===== src/rtl/pflash_pkg.sv =====
`timescale 1ns/1ps
package pflash_pkg;

  typedef enum logic [1:0] {
    ST_IDLE  = 2'd0,
    ST_SETUP = 2'd1,
    ST_WAIT  = 2'd2,
    ST_OPEN  = 2'd3
  } rd_state_e;

  // Counter preload for an access: the wait ends when the counter reaches zero.
  function automatic int unsigned wait_preload(input logic hit,
                                               input int unsigned full_w,
                                               input int unsigned page_w);
    return hit ? (page_w - 1) : (full_w - 1);
  endfunction

  // Shape the flash data lines into the returned word.
  function automatic logic [15:0] shape_data(input logic byte_mode,
                                             input logic [15:0] dq);
    return byte_mode ? {8'h00, dq[7:0]} : dq;
  endfunction

endpackage


===== src/rtl/pflash_page_track.sv =====
`timescale 1ns/1ps
module pflash_page_track #(
  parameter int TAG_W = 20
) (
  input  logic             clk,
  input  logic             rst,
  input  logic             load,
  input  logic             clear,
  input  logic [TAG_W-1:0] req_tag,
  input  logic             req_mode,
  output logic             hit
);
  logic [TAG_W-1:0] tag_q;
  logic             mode_q;
  logic             vld_q;

  always_ff @(posedge clk) begin
    if (rst) begin
      tag_q  <= '0;
      mode_q <= 1'b0;
      vld_q  <= 1'b0;
    end else if (load) begin
      tag_q  <= req_tag;
      mode_q <= req_mode;
      vld_q  <= 1'b1;
    end else if (clear) begin
      vld_q  <= 1'b0;
    end
  end

  assign hit = vld_q && (tag_q == req_tag) && (mode_q == req_mode);
endmodule


===== src/rtl/pflash_wait_timer.sv =====
`timescale 1ns/1ps
module pflash_wait_timer #(
  parameter int CW = 4
) (
  input  logic          clk,
  input  logic          rst,
  input  logic          load,
  input  logic [CW-1:0] load_val,
  output logic          zero
);
  logic [CW-1:0] cnt_q;

  always_ff @(posedge clk) begin
    if (rst)                cnt_q <= '0;
    else if (load)          cnt_q <= load_val;
    else if (cnt_q != '0)   cnt_q <= cnt_q - 1'b1;
  end

  assign zero = (cnt_q == '0);
endmodule


===== src/rtl/pflash_idle_timer.sv =====
`timescale 1ns/1ps
module pflash_idle_timer #(
  parameter int LIMIT = 8
) (
  input  logic clk,
  input  logic rst,
  input  logic run,
  input  logic kick,
  output logic expire
);
  localparam int IW = $clog2(LIMIT + 1);
  localparam logic [IW-1:0] LAST = IW'(LIMIT - 1);

  logic [IW-1:0] cnt_q;

  always_ff @(posedge clk) begin
    if (rst || !run || kick) cnt_q <= '0;
    else if (cnt_q != LAST)  cnt_q <= cnt_q + 1'b1;
  end

  assign expire = run && !kick && (cnt_q == LAST);
endmodule


===== src/rtl/pflash_rd_ctrl.sv =====
`timescale 1ns/1ps
module pflash_rd_ctrl #(
  parameter int AW         = 23,
  parameter int FULL_WAIT  = 6,
  parameter int PAGE_WAIT  = 2,
  parameter int IDLE_LIMIT = 8
) (
  input  logic          clk,
  input  logic          rst,
  input  logic          req_valid,
  output logic          req_ready,
  input  logic [AW:0]   req_addr,
  input  logic          req_byte,
  output logic          rsp_valid,
  output logic [15:0]   rsp_data,
  output logic          fl_ce_n,
  output logic          fl_oe_n,
  output logic          fl_we_n,
  output logic [AW-1:0] fl_addr,
  output logic          fl_byte_n,
  output logic          fl_dq15_out,
  output logic          fl_dq15_oe,
  input  logic [15:0]   fl_dq_in
);
  import pflash_pkg::*;

  localparam int TAG_W = AW - 3;
  localparam int MAXW  = (FULL_WAIT > PAGE_WAIT) ? FULL_WAIT : PAGE_WAIT;
  localparam int CW    = $clog2(MAXW + 1);

  rd_state_e state_q, state_d;

  // Named internal events, also observed by the bound checker.
  logic accept;
  logic page_hit;
  logic idle_expire;
  logic wait_done;
  logic timer_load;
  logic [CW-1:0] timer_val;

  logic [AW-1:0] addr_q;
  logic          a_m1_q;
  logic          byte_q;
  logic          rsp_valid_q;
  logic [15:0]   rsp_data_q;

  assign req_ready = (state_q == ST_IDLE) || (state_q == ST_OPEN);
  assign accept    = req_valid && req_ready;

  pflash_page_track #(.TAG_W(TAG_W)) u_page (
    .clk      (clk),
    .rst      (rst),
    .load     (accept),
    .clear    (idle_expire),
    .req_tag  (req_addr[AW:4]),
    .req_mode (req_byte),
    .hit      (page_hit)
  );

  pflash_idle_timer #(.LIMIT(IDLE_LIMIT)) u_idle (
    .clk    (clk),
    .rst    (rst),
    .run    (state_q == ST_OPEN),
    .kick   (accept),
    .expire (idle_expire)
  );

  // The timer is preloaded for a full access when setup ends,
  // or for a short access when a page hit is accepted.
  always_comb begin
    timer_load = 1'b0;
    timer_val  = '0;
    if (state_q == ST_SETUP) begin
      timer_load = 1'b1;
      timer_val  = CW'(wait_preload(1'b0, FULL_WAIT, PAGE_WAIT));
    end else if (state_q == ST_OPEN && accept && page_hit) begin
      timer_load = 1'b1;
      timer_val  = CW'(wait_preload(1'b1, FULL_WAIT, PAGE_WAIT));
    end
  end

  pflash_wait_timer #(.CW(CW)) u_wait (
    .clk      (clk),
    .rst      (rst),
    .load     (timer_load),
    .load_val (timer_val),
    .zero     (wait_done)
  );

  always_comb begin
    state_d = state_q;
    unique case (state_q)
      ST_IDLE:  if (accept) state_d = ST_SETUP;
      ST_SETUP: state_d = ST_WAIT;
      ST_WAIT:  if (wait_done) state_d = ST_OPEN;
      ST_OPEN: begin
        if (accept)           state_d = page_hit ? ST_WAIT : ST_SETUP;
        else if (idle_expire) state_d = ST_IDLE;
      end
      default:  state_d = ST_IDLE;
    endcase
  end

  always_ff @(posedge clk) begin
    if (rst) begin
      state_q     <= ST_IDLE;
      addr_q      <= '0;
      a_m1_q      <= 1'b0;
      byte_q      <= 1'b0;
      rsp_valid_q <= 1'b0;
      rsp_data_q  <= '0;
    end else begin
      state_q     <= state_d;
      rsp_valid_q <= 1'b0;
      if (accept) begin
        addr_q <= req_addr[AW:1];
        a_m1_q <= req_addr[0];
        byte_q <= req_byte;
      end
      if (state_q == ST_WAIT && wait_done) begin
        rsp_valid_q <= 1'b1;
        rsp_data_q  <= shape_data(byte_q, fl_dq_in);
      end
    end
  end

  assign fl_ce_n     = !((state_q == ST_WAIT) || (state_q == ST_OPEN));
  assign fl_oe_n     = fl_ce_n;
  assign fl_we_n     = 1'b1;
  assign fl_addr     = addr_q;
  assign fl_byte_n   = !byte_q;
  assign fl_dq15_oe  = byte_q;
  assign fl_dq15_out = byte_q & a_m1_q;
  assign rsp_valid   = rsp_valid_q;
  assign rsp_data    = rsp_data_q;
endmodule


===== config.mk =====
export PLATFORM = sky130hd
export DESIGN_NAME = pflash_rd_ctrl
export DESIGN_NICKNAME = d
export VERILOG_FILES = /design/src/rtl/pflash_pkg.sv /design/src/rtl/pflash_page_track.sv /design/src/rtl/pflash_wait_timer.sv /design/src/rtl/pflash_idle_timer.sv /design/src/rtl/pflash_rd_ctrl.sv
export SDC_FILE = /design/constraint.sdc
export NUM_CORES = 1
export LEC_CHECK = 0
export BUFFER_PORTS_ARGS = -buffer_cell sky130_fd_sc_hd__buf_2
export CAP_MARGIN = 20
export CELL_PAD_IN_SITES_DETAIL_PLACEMENT = 2
export CELL_PAD_IN_SITES_GLOBAL_PLACEMENT = 2
export CORE_MARGIN = 2
export CORE_UTILIZATION = 26
export CTS_CLUSTER_DIAMETER = 80
export DETAILED_ROUTE_END_ITERATION = 8
export PLACE_DENSITY_LB_ADDON = 0.1
export RECOVER_POWER = 100
export SLEW_MARGIN = 30
export SYNTH_ARGS = -nofsm -noshare
export SYNTH_HDL_FRONTEND = slang
export SYNTH_SLANG_ARGS = --single-unit

===== constraint.sdc =====
create_clock -name clk -period 2.85 [get_ports clk]
set_clock_uncertainty 0.15 [all_clocks]
set_input_delay 0.57 -clock clk [delete_from_list [all_inputs] [get_ports clk]]
set_output_delay 0.57 -clock clk [all_outputs]
set_load 0.05 [all_outputs]

==> summary.txt <==
Power
  – Sw frac: 46.70%
  – Switching power: 1.160 mW
  – Share of power burned in registers: 37.9%
  – Logic pwr share: 45.4%
  – Clock power frac: 16.7%
  – Power density over the cells: 871.9 nW/um2
  – Maximum VDD drop: 0.0002280 V
  – Leak: 1.163 nW
  – Internal: 1.323 mW

Setup path
  – CP max-delay cell: clkbuf_1
  – CP arrival: 1.73 ns
  – CP Data Required Time: 2.13 ns
  – Slowest stage delay, CP: 0.49 ns
  – CP top delay family: buffers and inverters
  – Crit Path Class: reg -> out
  – Flop2flop setup slack: 0.64 ns
  – Critical path peak fanout: 5
  – Worst setup EP type: output pin
  – Critical Path Stages: 4
  – CP Buf/Inv Count: 2
  – Category of the worst setup path launch point: flip-flop
  – Crit Reg-Reg Startpoint: state_q[0]
  – Worst reg2reg endpoint: u_idle.cnt_q[3]
  – Crit-path cells: inv_1, ha_1, nor2_1, clkbuf_1
  – R2r worst-path depth: 6

Die
  – Initial Utilization: 26.64%
  – Ports: 91
  – Die height: 98.08 um
  – Placeable Area: 8636 um2
  – Total die area: 9619 um2
  – Die extent in x: 98.08 um
  – FP Rows: 34

Place
  – DP Area: 2845 um2
  – Post-detail-place hpwl: 5.126 mm
  – I/O Buffers: 89
  – Dpl cells: 467
  – Placer Congestion: 0.7253

Timing
  – Final setup vio count: 0
  – Max-slew violation count: 0
  – Slew margin rel.: 30.53%
  – Worst slew pin tran: 1.042 ns
  – Final Hold Violating Endpoints: 0
  – Setup TNS: 0 ns
  – Unrepaired setup endpoints after global routing: no
  – Max Freq: 408.1 MHz
  – Period Utilization, post-route: 85.99%
  – Min Clock Period, post-route: 2.451 ns
  – Worst Hold Slack: 0.3101 ns

Yosys
  – Post-synth EDFFs: 0
  – Cell variety after synth: 36
  – Mapped Area: 2301 um2
  – XOR/XNOR share of the synthesized area: 8.755%
  – Top-area cell type share of the netlist area: 45.24%
  – Synth area leader: dfxtp_1
  – Compound-Gate Fraction of Synth Area: 12.94%
  – Largest family of logic cells by synthesized area: simple AND/OR/NAND/NOR gates
  – Simple-gate portion of the synthesized area: 23.27%
  – Synth area leaders: dfxtp_1 45%, nand2_1 11%, a21oi_1 9.6%, xnor2_1 4.6%, xor2_1 4.2%
  – Syn Inst Count: 282
  – Multiplexer share of the synthesized area: 1.359%
  – Register area share after synthesis: 45.24%
  – Number of synthesized register bits: 52
  – Predominant post-synthesis flop cell: dfxtp_1
  – Adder-cell share of the synthesized area: 3.806%
  – Avg Cell Area, Syn: 8.159 um2
  – Asr flop ratio synth: 0%
  – Yosys warnings: 0
  – Syn_nets: 333

Clock tree
  – CTS root buffer: clkbuf_8
  – Worst-skew pair later-pin latency: 0.31 ns
  – H-Tree Depth: 2
  – CTS sink count: 52
  – Resized Gates After CTS: 0
  – Clock buffer count from CTS: 5
  – Cts hold-fix bufs: 0
  – Clock buffer depth: 2
  – Setup bufs post-CTS: 0
  – Worst-path clk slew: 0.09 ns
  – TritonCTS clock tree: done

Drt
  – DR WL/cell: 14.50 um
  – DRC Markers: 0
  – DRT Wirelength: 6.874 mm
  – Vias post-DR: 2192
  – Iteration-0 DRC count of the detailed router: 24
  – Antenna viol nets, final: 0
  – First-pass detailed-route iteration total: 4
  – Vias per cell: 4.624

Layout
  – Fill cell count: 1064
  – Most frequent cells in the layout: 70 x nand2_1, 52 x dfxtp_1, 47 x clkbuf_1
  – Finished Layout Cells: 474
  – Layout net count: 417
  – Register area: 1041 um2
  – Commonest non-fill, non-tap cell in the layout: nand2_1
  – Multi-input logic area: 1145 um2
  – Total inserted antenna cells: 0
  – Area added between synthesis and finish: 23.76%
  – Design area: 2848 um2
  – Share of cells above drive strength 1: 15.57%

GRT
  – First-pass GRT wire length: 11.25 mm
  – Largest net degree at the start of global routing: 28
  – GRT Residual Overflow: 0
  – Total GRT Usage: 14.49%
  – Initial antenna violation count: 0
  – Vias in the first global route: 2246

Hold path
  – Hold Path End: fl_addr[0]
  – Hold Path Depth: 2
  – Hold_sp: fl_addr[0]
  – Hold Crit Class: reg -> reg

Run status
  – Status: finished clean

Run
  – Maxcap violations: 0
[power groups by stage]
| stage | Combinational, mW | Clock (mW) | Sequential [mW] |
|---|---|---|---|
| 6_report | 1.13 | 0.416 | 0.941 |
| 5_1_grt | 1.24 | 0.472 | 0.961 |
| 4_1_cts | 1.19 | 0.437 | 0.943 |
| 3_5_place_dp | 1.18 | 0 | 0.958 |
| 3_3_place_gp | 1.17 | 0 | 0.955 |
| 2_1_floorplan | 0.591 | 0 | 1.24 |
[per-layer routing]
layer  up-vias  global-route usage, %  wire (um)
met4         0                  2.885         55
li1       1091                      -          -
met3         6                  4.581        337
met5         -                      0          0
met1      1055                  18.33       3162
met2        40                  24.39       3318
[cells in the mapped netlist (2+ instances only)]
| cell | count |
|---|---|
| o2bb2ai_1 | 2 |
| xor2_1 | 11 |
| clkbuf_1 | 11 |
| buf_1 | 2 |
| nor2b_1 | 2 |
| or2_2 | 2 |
| inv_1 | 9 |
| mux2i_1 | 2 |
| a21oi_1 | 44 |
| dfxtp_1 | 52 |
| xnor2_1 | 12 |
| nand3_1 | 4 |
| nor4_1 | 3 |
| nand2b_1 | 4 |
| nand4_1 | 2 |
| buf_4 | 2 |
| o21ai_0 | 3 |
| and3_1 | 8 |
| nand2_1 | 70 |
| nor2_1 | 15 |
| ha_1 | 7 |
[registers in the layout, indices dropped and copies added (netlist names)]
register and flops:
u_page.tag_q 20, rsp_data 16, u_idle.cnt_q 4, fl_addr 3, u_wait.cnt_q 3, state_q 2
a_m1_q 1, rsp_valid 1, u_page.mode_q 1, u_page.vld_q 1
[cells by family after synthesis]
group / after synthesis
simple gates: 117
other cells: 1
mux: 3
buf+inv: 25
flops: 52
fa+ha+maj: 7
xor+xnor: 23
compound gates: 54
[area by class of cell]
type | count | share of cell area [%]
well taps | 108 | 4.745
clock buffers | 6 | 2.548
repair buffers | 93 | 14.59
clock inverters | 1 | 0.1757
inverters | 9 | 1.186
flip-flops and latches | 52 | 36.56
multi-input cells | 205 | 40.20
[stage by stage]
| stage | util, % | power (mW) | setup WS, ns |
|---|---|---|---|
| finish | 32.98 | 2.483 | 0.3994 |
| CTS | 33.85 | 2.568 | 0.5850 |
| global placement | 32.95 | 2.122 | 0.5547 |
| global route | 32.98 | 2.671 | 0.2942 |
| detailed placement | 32.95 | 2.141 | 0.4910 |
| floorplan | - | 1.828 | 0.4101 |
[how the worst max path moves through the flow]
stage / end / slack, ns / from
after floorplan: fl_oe_n / 0.41 / state_q[0]
after global placement: u_wait.cnt_q[2] / 0.55 / req_addr[21]
after detailed placement: u_wait.cnt_q[2] / 0.49 / req_addr[21]
after CTS: fl_ce_n / 0.58 / state_q[0]
after global routing: fl_ce_n / 0.29 / state_q[0]
final: fl_ce_n / 0.40 / state_q[0]
[worst min-delay path: stages, from the launching register on]
cell     delay [ns]
dfxtp_1        0.32
nand2_1        0.05
a21oi_1        0.05
No activity file was read; power rests on OpenSTA's default activity.
